$ cat src/rtl/scr_hostregs.sv
module scr_hostregs #(
  parameter int AW    = 7,
  parameter int SPACE = 96
) (
  input  logic          clk,
  input  logic          rst_n,
  input  logic [AW-1:0] acc_addr,
  input  logic          wr_en,
  input  logic [7:0]    wr_data,
  input  logic          rd_en,
  output logic [7:0]    rd_data,
  input  logic          eng_int_set,
  input  logic          eng_step_done,
  output logic [31:0]   ptr_q,
  output logic [31:0]   operand_q,
  output logic [31:0]   temp_q,
  output logic [23:0]   count_q,
  output logic [7:0]    cmd_q,
  output logic          run_start,
  output logic          step_start,
  output logic          halted,
  output logic          irq
);
  localparam int OFS_STAT  = 'h0C;
  localparam int OFS_ISTAT = 'h14;
  localparam int OFS_TEMP  = 'h1C;
  localparam int OFS_CNT   = 'h24;
  localparam int OFS_CMD   = 'h27;
  localparam int OFS_PTR   = 'h2C;
  localparam int OFS_OPND  = 'h30;
  localparam int OFS_MODE  = 'h38;
  localparam int OFS_CTL   = 'h3B;

  function automatic logic [7:0] rst_val(input int i);
    case (i)
      'h00: return 8'hC0;
      'h0C: return 8'h80;
      'h0F: return 8'h02;
      'h18: return 8'hFF;
      'h19: return 8'hF0;
      'h1A: return 8'h01;
      'h46: return 8'h60;
      'h47: return 8'h0F;
      'h4C: return 8'h03;
      default: return 8'h00;
    endcase
  endfunction

  logic [7:0] mem [SPACE];
  int  aix;
  logic in_rng, wr_hit, stat_rd;

  assign aix     = int'(acc_addr);
  assign in_rng  = aix < SPACE;
  assign wr_hit  = wr_en && in_rng;
  assign stat_rd = rd_en && aix == OFS_STAT;
  assign rd_data = in_rng ? mem[acc_addr] : 8'h00;

  assign temp_q    = {mem[OFS_TEMP+3], mem[OFS_TEMP+2], mem[OFS_TEMP+1], mem[OFS_TEMP]};
  assign count_q   = {mem[OFS_CNT+2], mem[OFS_CNT+1], mem[OFS_CNT]};
  assign cmd_q     = mem[OFS_CMD];
  assign ptr_q     = {mem[OFS_PTR+3], mem[OFS_PTR+2], mem[OFS_PTR+1], mem[OFS_PTR]};
  assign operand_q = {mem[OFS_OPND+3], mem[OFS_OPND+2], mem[OFS_OPND+1], mem[OFS_OPND]};

  always_ff @(posedge clk) begin
    if (!rst_n) begin
      for (int i = 0; i < SPACE; i++) mem[i] <= rst_val(i);
      halted     <= 1'b0;
      irq        <= 1'b0;
      run_start  <= 1'b0;
      step_start <= 1'b0;
    end else begin
      run_start  <= 1'b0;
      step_start <= 1'b0;
      if (wr_hit) begin
        if (aix != OFS_STAT) mem[acc_addr] <= wr_data;
        if (aix == OFS_PTR + 3) begin
          halted <= 1'b0;
          if (!mem[OFS_MODE][0]) run_start <= 1'b1;
        end
        if (aix == OFS_CTL) begin
          if (wr_data[4] && wr_data[2]) step_start <= 1'b1;
          else if (wr_data[2])          run_start  <= 1'b1;
        end
      end
      if (stat_rd) begin
        mem[OFS_ISTAT][0] <= 1'b0;
        mem[OFS_STAT][3]  <= 1'b0;
        irq               <= 1'b0;
      end
      if (eng_int_set) begin
        mem[OFS_ISTAT][0] <= 1'b1;
        mem[OFS_STAT][2]  <= 1'b1;
        halted            <= 1'b1;
        irq               <= 1'b1;
      end
      if (eng_step_done) begin
        mem[OFS_ISTAT][0] <= 1'b1;
        mem[OFS_STAT][3]  <= 1'b1;
        irq               <= 1'b1;
      end
    end
  end

  AST_PULSE_EXCL: assert property (@(posedge clk) disable iff (!rst_n)
    !(run_start && step_start));
  AST_STEP_CAUSE: assert property (@(posedge clk) disable iff (!rst_n)
    step_start |-> $past(wr_en && aix == OFS_CTL && wr_data[4] && wr_data[2]));
  AST_HIGH_WR_IGNORED: assert property (@(posedge clk) disable iff (!rst_n)
    (wr_en && !in_rng) |=> ($stable(ptr_q) && $stable(operand_q) && $stable(temp_q) && $stable(count_q)));
  AST_UNHALT: assert property (@(posedge clk) disable iff (!rst_n)
    (wr_en && aix == OFS_PTR + 3 && !eng_int_set) |=> !halted);
  AST_STAT_RD_CLEARS: assert property (@(posedge clk) disable iff (!rst_n)
    (stat_rd && !eng_int_set && !eng_step_done) |=> !irq);
  AST_EVENT_WINS: assert property (@(posedge clk) disable iff (!rst_n)
    (eng_int_set || eng_step_done) |=> irq);
  AST_STEP_IS_PULSE: assert property (@(posedge clk) disable iff (!rst_n)
    $past(step_start) |-> !step_start || $past(wr_en));
endmodule

$ cat config.mk
export PLATFORM = sky130hd
export DESIGN_NAME = scr_hostregs
export DESIGN_NICKNAME = d
export VERILOG_FILES = /design/src/rtl/scr_hostregs.sv
export SDC_FILE = /design/constraint.sdc
export NUM_CORES = 1
export LEC_CHECK = 0
export BUFFER_PORTS_ARGS = -buffer_cell sky130_fd_sc_hd__buf_2
export CAP_MARGIN = 20
export CORE_ASPECT_RATIO = 0.75
export CORE_UTILIZATION = 40
export CTS_CLUSTER_DIAMETER = 40
export CTS_CLUSTER_SIZE = 14
export DETAILED_ROUTE_END_ITERATION = 8
export PLACE_DENSITY = 0.56
export SKIP_LAST_GASP = 1
export SYNTH_ARGS = -nofsm -noshare
export SYNTH_HDL_FRONTEND = slang
export SYNTH_SLANG_ARGS = --single-unit
export TNS_END_PERCENT = 10
$ cat constraint.sdc
create_clock -name clk -period 4.4 [get_ports clk]
set_input_delay 0.88 -clock clk [delete_from_list [all_inputs] [get_ports clk]]
set_output_delay 0.88 -clock clk [all_outputs]
set_load 0.01 [all_outputs]
==> impl_metrics.toml, run 1 <==
[status]
status = "finished, violations left"
violations = "negative setup slack"

[clock_tree]
cts_tree = "yes"
clock-sinks = 772
cts_hold_buf = 0
numCtsBuffers = 102
clkLatencyLatePin_ps = 680
h-tree-depth = 3
path_clk_slew_ps = 60
clockBufferDepth = 3
root_buffer = "clkbuf_16"

[sta]
fin_ws_ps = -80.9
rsz0062_at_grt = "true"
drv_slew = 0
period_minus_slack_ps = 4480
tightest_slew_ps = 1100
clock.fmax_ghz = 0.223
relSlewSlack_pct = 26.8
setup_viol = 4
fin_skew_ps = 17.5
hold_viol = 0
fin_crit_sh_pct = 102

[power_and_ir_drop]
p_per_area_mw_per_mm2 = 446
p_switching_mw = 4.74
power_frac_clock_pct = 46.4
p_seq_share_pct = 45.1
max-vdd-ir-drop_v = 0.000346
leakagePower_nw = 15.4
p_int_mw = 14.5
totalPowerFinal_mw = 19.2
comb_power_share_pct = 8.5
power_switching_share_pct = 24.7

[yosys]
synthFlopType = "edfxtp_1"
ys_seq_area_share_pct = 64.6
synthArstFlopShare_pct = 0
synth_cell_type_count = 63
netlist_instances = 2584
netlist_area_mm2 = 0.0358
syn_area_per_cell_um2 = 13.8
yosys_warnings = 0
synth_edf_count = 767
ys_seq_elements = 772

[detailed_routing]
ant_nets = 0
drc_errors = 0
detail_route.wl_per_cell_um = 30.3
drtPass1Iterations = 8
drt_iter0_drc = 3883
vias_per_cell = 5.99
num_vias = 24700
wirelength_um = 125000

[global_route]
first_global_vias = 23900
grt_pass1_wl_um = 178000
grtUsageTotal_pct = 27.6
grt_max_degree = 96
antenna_found_initial = 10
grt-ovfl-total = 0

[floorplanning]
die_area_mm2 = 0.0907
ios = 161
fp.dieW_um = 347
die_h_um = 261
rows = 94
initial_core_util_pct = 40.6
core_mm2 = 0.0881

[critical_path]
worst_ep_required_time_ps = 3520
worstPathMaxFanout = 17
r2r_start = "mem[56][0]"
timing.rr.end = "run_start"
reg2reg_depth = 2
start_kind = "primary input"
critPathCaptureType = "output port"
rrSetupSlack_ps = 3210
worst-setup-path-type = "primary input to output port"
cp.arrival_ps = 3600

[min_path]
whs_path_depth = 3
worstHoldStart = "eng_int_set"
hold_end = "halted"
hold_path.class = "primary input to register"

[job]
cap_violations = 0

[placed_design]
port_buffers = 160
place_area_mm2 = 0.0393
dpl.hpwl_um = 86800
gp_congestion = 0.936

[layout]
nNetsFinal = 2908
area_delta_synth_final_pct = 20.3
fin_area_mm2 = 0.0430
drive_gt1_share_pct = 26.3
## layout by cell type, fill, tap and decap left out, types with 17 or more instances in the layout
cell type	n
a21oi_1	43
a221oi_1	44
a22oi_1	53
and2_1	578
and3_1	67
buf_12	22
buf_2	156
buf_4	251
clkbuf_16	105
clkinvlp_4	17
edfxtp_1	767
inv_6	22
mux2_2	18
mux2i_1	34
mux4_2	126
nand2_1	67
nor2_1	138
nor3_1	94
o21ai_0	126
or3_1	23
## per-stage QoR
step                      worst slack (ps)  util, %  setup TNS [ps]  cells  hold slack (ps)
after global routing                 -84.9     48.8            -305   4125              446
after floorplan                        934        -               0   2588              429
after detailed placement            -0.240     44.6          -0.240   3931              449
after CTS                             5.03     48.8               0   4121              429
after global placement               -39.9     44.6           -68.8   3929              444
final                                -80.9     48.8            -102   4126              446
## per-layer routing
| layer | track usage [%] | vias up | wire (um) |
|---|---|---|---|
| met4 | 7.41 | 6 | 3060 |
| met1 | 40.4 | 12600 | 53100 |
| li1 | - | 10300 | - |
| met2 | 39.3 | 1558 | 52600 |
| met3 | 8.80 | 209 | 16400 |
| met5 | 0 | - | 35 |
## flip-flops by register name (all words and copies together) (netlist names)
register,flops
mem,768
halted,1
irq,1
run_start,1
step_start,1
## power by group through the flow
| stage | clock network [mW] | logic, mW | registers, mW |
|---|---|---|---|
| finish | 8.91 | 1.63 | 8.65 |
| global route | 9.27 | 1.68 | 8.68 |
| CTS | 8.97 | 1.59 | 8.65 |
| detailed placement | 0 | 1.58 | 8.80 |
| global placement | 0 | 1.57 | 8.79 |
| floorplan | 0 | 0.773 | 8.71 |
## Yosys cell counts (all sizes together), types with 2 or more instances
cell type | count | area share (%)
a211oi | 8 | 0.17
a21o | 5 | 0.10
a21oi | 43 | 0.60
a221o | 6 | 0.17
a221oi | 47 | 1.2
a22o | 16 | 0.39
a22oi | 53 | 1.1
a31oi | 6 | 0.10
a32oi | 2 | 0.049
and2 | 578 | 10
and3 | 67 | 1.2
buf | 61 | 1.1
clkbuf | 176 | 1.8
clkinv | 2 | 0.021
dfxtp | 5 | 0.28
edfxtp | 767 | 64
inv | 7 | 0.073
mux2 | 18 | 0.57
mux2i | 34 | 0.95
mux4 | 126 | 7.9
nand2 | 67 | 0.70
nand2b | 10 | 0.17
nand3 | 16 | 0.24
nand3b | 3 | 0.063
nand4 | 5 | 0.087
nor2 | 141 | 1.5
nor2b | 11 | 0.19
nor3 | 94 | 1.3
nor4 | 3 | 0.052
o211ai | 4 | 0.084
o21a | 4 | 0.084
o21ai | 128 | 1.8
o221ai | 6 | 0.15
o22ai | 15 | 0.26
o2bb2ai | 3 | 0.073
o311ai | 2 | 0.049
o31ai | 2 | 0.042
o32ai | 2 | 0.049
or2 | 5 | 0.087
or3 | 23 | 0.40
## worst max-delay path by stage
stage / slack (ps) / start / depth (start not counted) / to
after floorplan: 930 / acc_addr[2] / 9 / rd_data[5]
after global placement: -40 / acc_addr[0] / 11 / rd_data[5]
after detailed placement: -0.2 / acc_addr[0] / 11 / rd_data[5]
after CTS: 5 / acc_addr[0] / 9 / rd_data[7]
after global routing: -80 / acc_addr[0] / 12 / rd_data[3]
final: -80 / acc_addr[1] / 10 / rd_data[0]
## cell type report
type,instances,area [um2]
tap,1152,1440
sequential,772,23100
inverter,9,35.0
fill,7529,45100
timing repair buffer,432,3140
clock buffer,112,2670
clock inverter,78,985
multi-input combinational,1570,11600
antenna,1,2.50
## kinds of logic after synthesis
| group | Yosys count | share of synthesized area [%] |
|---|---|---|
| AOI/OAI and AO/OA | 360 | 6.69 |
| buffers and inverters | 246 | 3.02 |
| DFF | 772 | 64.6 |
| muxes | 178 | 9.45 |
| other | 1 | 0.0105 |
| and+or+nand+nor | 1027 | 16.2 |
## critical path, cell delays in order
cell	delay, ps
buf_2	240
buf_12	180
clkinv_1	250
buf_4	320
a221o_1	350
a221oi_1	490
nor2_1	90
a2bb2oi_1	230
o211ai_1	280
buf_2	250
## timing repair
item	in CTS	in global routing
pin swaps	0	0
gates resized for setup	1	2
setup buffers	0	0
cloned	0	0
setup endpoints to repair	1	7
Power figures use the tool's default switching activity.
==> run 2, diff against run 1 <==
--- a/config.mk
+++ b/config.mk
@@ -7,12 +7,14 @@
 export LEC_CHECK = 0
 export BUFFER_PORTS_ARGS = -buffer_cell sky130_fd_sc_hd__buf_2
 export CAP_MARGIN = 20
+export CELL_PAD_IN_SITES_DETAIL_PLACEMENT = 0
+export CELL_PAD_IN_SITES_GLOBAL_PLACEMENT = 1
 export CORE_ASPECT_RATIO = 0.75
 export CORE_UTILIZATION = 40
 export CTS_CLUSTER_DIAMETER = 40
 export CTS_CLUSTER_SIZE = 14
 export DETAILED_ROUTE_END_ITERATION = 8
-export PLACE_DENSITY = 0.56
+export PLACE_DENSITY = 0.64
 export SKIP_LAST_GASP = 1
 export SYNTH_ARGS = -nofsm -noshare
 export SYNTH_HDL_FRONTEND = slang
==> run 2 against run 1 <==
Effect of this change:
- the flow now finishes without violations
- clock-buffer cell count is 1 lower
- sequential share of layout area grew 0.11 points
- clock skew down 16 ps
- critical path depth is 1 lower
- routed wire length is 2.7% higher
- via count is 1.1% higher
- utilization is 0.098 points lower
- global-route usage is 0.66 points higher
- combinational power about the same
- final area decreased by 0.20%
- final cell count increased by 0.36%
- critical path type unchanged
- highest routed layer unchanged
==> impl_metrics.toml, run 2 (synthesized netlist as in run 1, its figures left out) <==
[critical_path]
worst_ep_required_time_ps = 3520
cp.arrival_ps = 3510
start_kind = "primary input"
timing.rr.end = "run_start"
cpPeakStageDelay_ps = 580
rrSetupSlack_ps = 3270
crit_cells = 9
crit_top_cell = "buf_12"
worstPathMaxFanout = 19
startpoint = "acc_addr[0]"
r2r_start = "mem[56][0]"
worst-setup-path-type = "primary input to output port"
crit_family = "buffers and inverters"
crit_buf_inv = 4
critPathCaptureType = "output port"
reg2reg_depth = 2
worstPathCellList = "buf_12 -> buf_12 -> mux4_2 -> a22o_1 -> a221oi_2 -> buf_4 -> o22ai_1 -> or4_1 -> buf_2"
cp_slowest_cell = "or4_1"

[power_and_ir_drop]
p_per_area_mw_per_mm2 = 445
power_switching_share_pct = 24.9
leakagePower_nw = 15.4
p_switching_mw = 4.76
power_frac_clock_pct = 46.1
comb_power_share_pct = 8.6
p_int_mw = 14.4
max-vdd-ir-drop_v = 0.000339
p_seq_share_pct = 45.3

[clock_tree]
h-tree-depth = 3
cts_tree = "yes"
path_clk_slew_ps = 50
root_buffer = "clkbuf_16"
clock-sinks = 772
numCtsBuffers = 105
cts_hold_buf = 0
clkLatencyLatePin_ps = 680
clockBufferDepth = 3

[layout]
fin_util_pct = 48.7
drive_gt1_share_pct = 26.2
multi_input_area_mm2 = 0.0116
layout_commonest_cell = "edfxtp_1"
fin_area_mm2 = 0.0429
final_cells = 4141
area_delta_synth_final_pct = 20.0
nNetsFinal = 2922
mostFrequentLayoutCells = "edfxtp_1, and2_1, buf_4"
largest_reg_flops = 768
top_register = "mem"
seq_area_mm2 = 0.0231
n_fill_cell = 7685

[sta]
hold_viol = 0
period_minus_slack_ps = 4390
rsz0062_at_grt = "true"
tightest_slew_ps = 1160
fin_crit_sh_pct = 99.7
clock.fmax_ghz = 0.228
fin_skew_ps = 1.02
relSlewSlack_pct = 22.4
setup_viol = 0
fin_ws_ps = 15.0
drv_slew = 0

[floorplanning]
die_h_um = 261
ios = 161
core_mm2 = 0.0881
fp.dieW_um = 347
die_area_mm2 = 0.0907
initial_core_util_pct = 40.6
rows = 94

[detailed_routing]
detail_route.wl_per_cell_um = 31.1
drtPass1Iterations = 5
vias_per_cell = 6.03
num_vias = 25000
drt_iter0_drc = 3815
ant_nets = 0
drc_errors = 0
wirelength_um = 129000

[placed_design]
gp_congestion = 0.933
dp_cells = 3940
place_area_mm2 = 0.0393
place_ws_ps = -136
dpl.hpwl_um = 88300
port_buffers = 160

[global_route]
antenna_found_initial = 13
grt-ovfl-total = 0
first_global_vias = 23800
grt_max_degree = 96
grt_pass1_wl_um = 182000
grtUsageTotal_pct = 28.2

[status]
status = "completed"

[min_path]
hold_path.class = "register to register"
worstHoldStart = "irq"
whs_path_depth = 2
hold_end = "irq"

[job]
cap_violations = 0
run 2: per-layer routing:
layer,track usage [%],part of all wire [%]
met1,42.9,44
met2,40.4,42
met3,7.20,11
met4,6.11,2.0
met5,0,0.059
run 2: final cells by class:
type	count	share of cell area, %
sequential	772	53.9
tap	1152	3.36
clock inverter	82	2.12
antenna	2	0.0117
timing repair buffer	443	7.27
inverter	9	0.0816
clock buffer	111	6.27
multi-input combinational	1570	27.0
run 2: timing repair:
item	4_1_cts	5_1_grt
buffers inserted	0	0
pin swaps	0	1
setup endpoints to repair	2	3
cloned	0	0
resized for setup	2	1
run 2: stage by stage:
stage | power (mW) | hold WS (ps) | TNS, ps
detailed placement | 10.4 | 460 | -136
global placement | 10.4 | 446 | -115
CTS | 19.1 | 429 | 0
global route | 19.6 | 468 | -53.1
floorplan | 9.48 | 429 | 0
finish | 19.1 | 461 | 0
run 2: worst reg2reg max path, cell delays in order, from the launching register on:
cell and delay (ps):
edfxtp_1 500, nor3_1 230, o21a_1 300
run 2: power by group through the flow:
| stage | logic [mW] | clock network, mW | registers (mW) |
|---|---|---|---|
| 5_1_grt | 1.69 | 9.18 | 8.68 |
| 3_3_place_gp | 1.59 | 0 | 8.80 |
| 2_1_floorplan | 0.773 | 0 | 8.71 |
| 6_report | 1.64 | 8.81 | 8.66 |
| 4_1_cts | 1.61 | 8.87 | 8.65 |
| 3_5_place_dp | 1.60 | 0 | 8.80 |
run 2: how the worst max path moves through the flow:
stage | end | slack [ps]
after detailed placement | rd_data[2] | -140
after CTS | rd_data[7] | 50
final | rd_data[2] | 10
after floorplan | rd_data[5] | 930
after global placement | rd_data[2] | -120
after global routing | rd_data[7] | -50
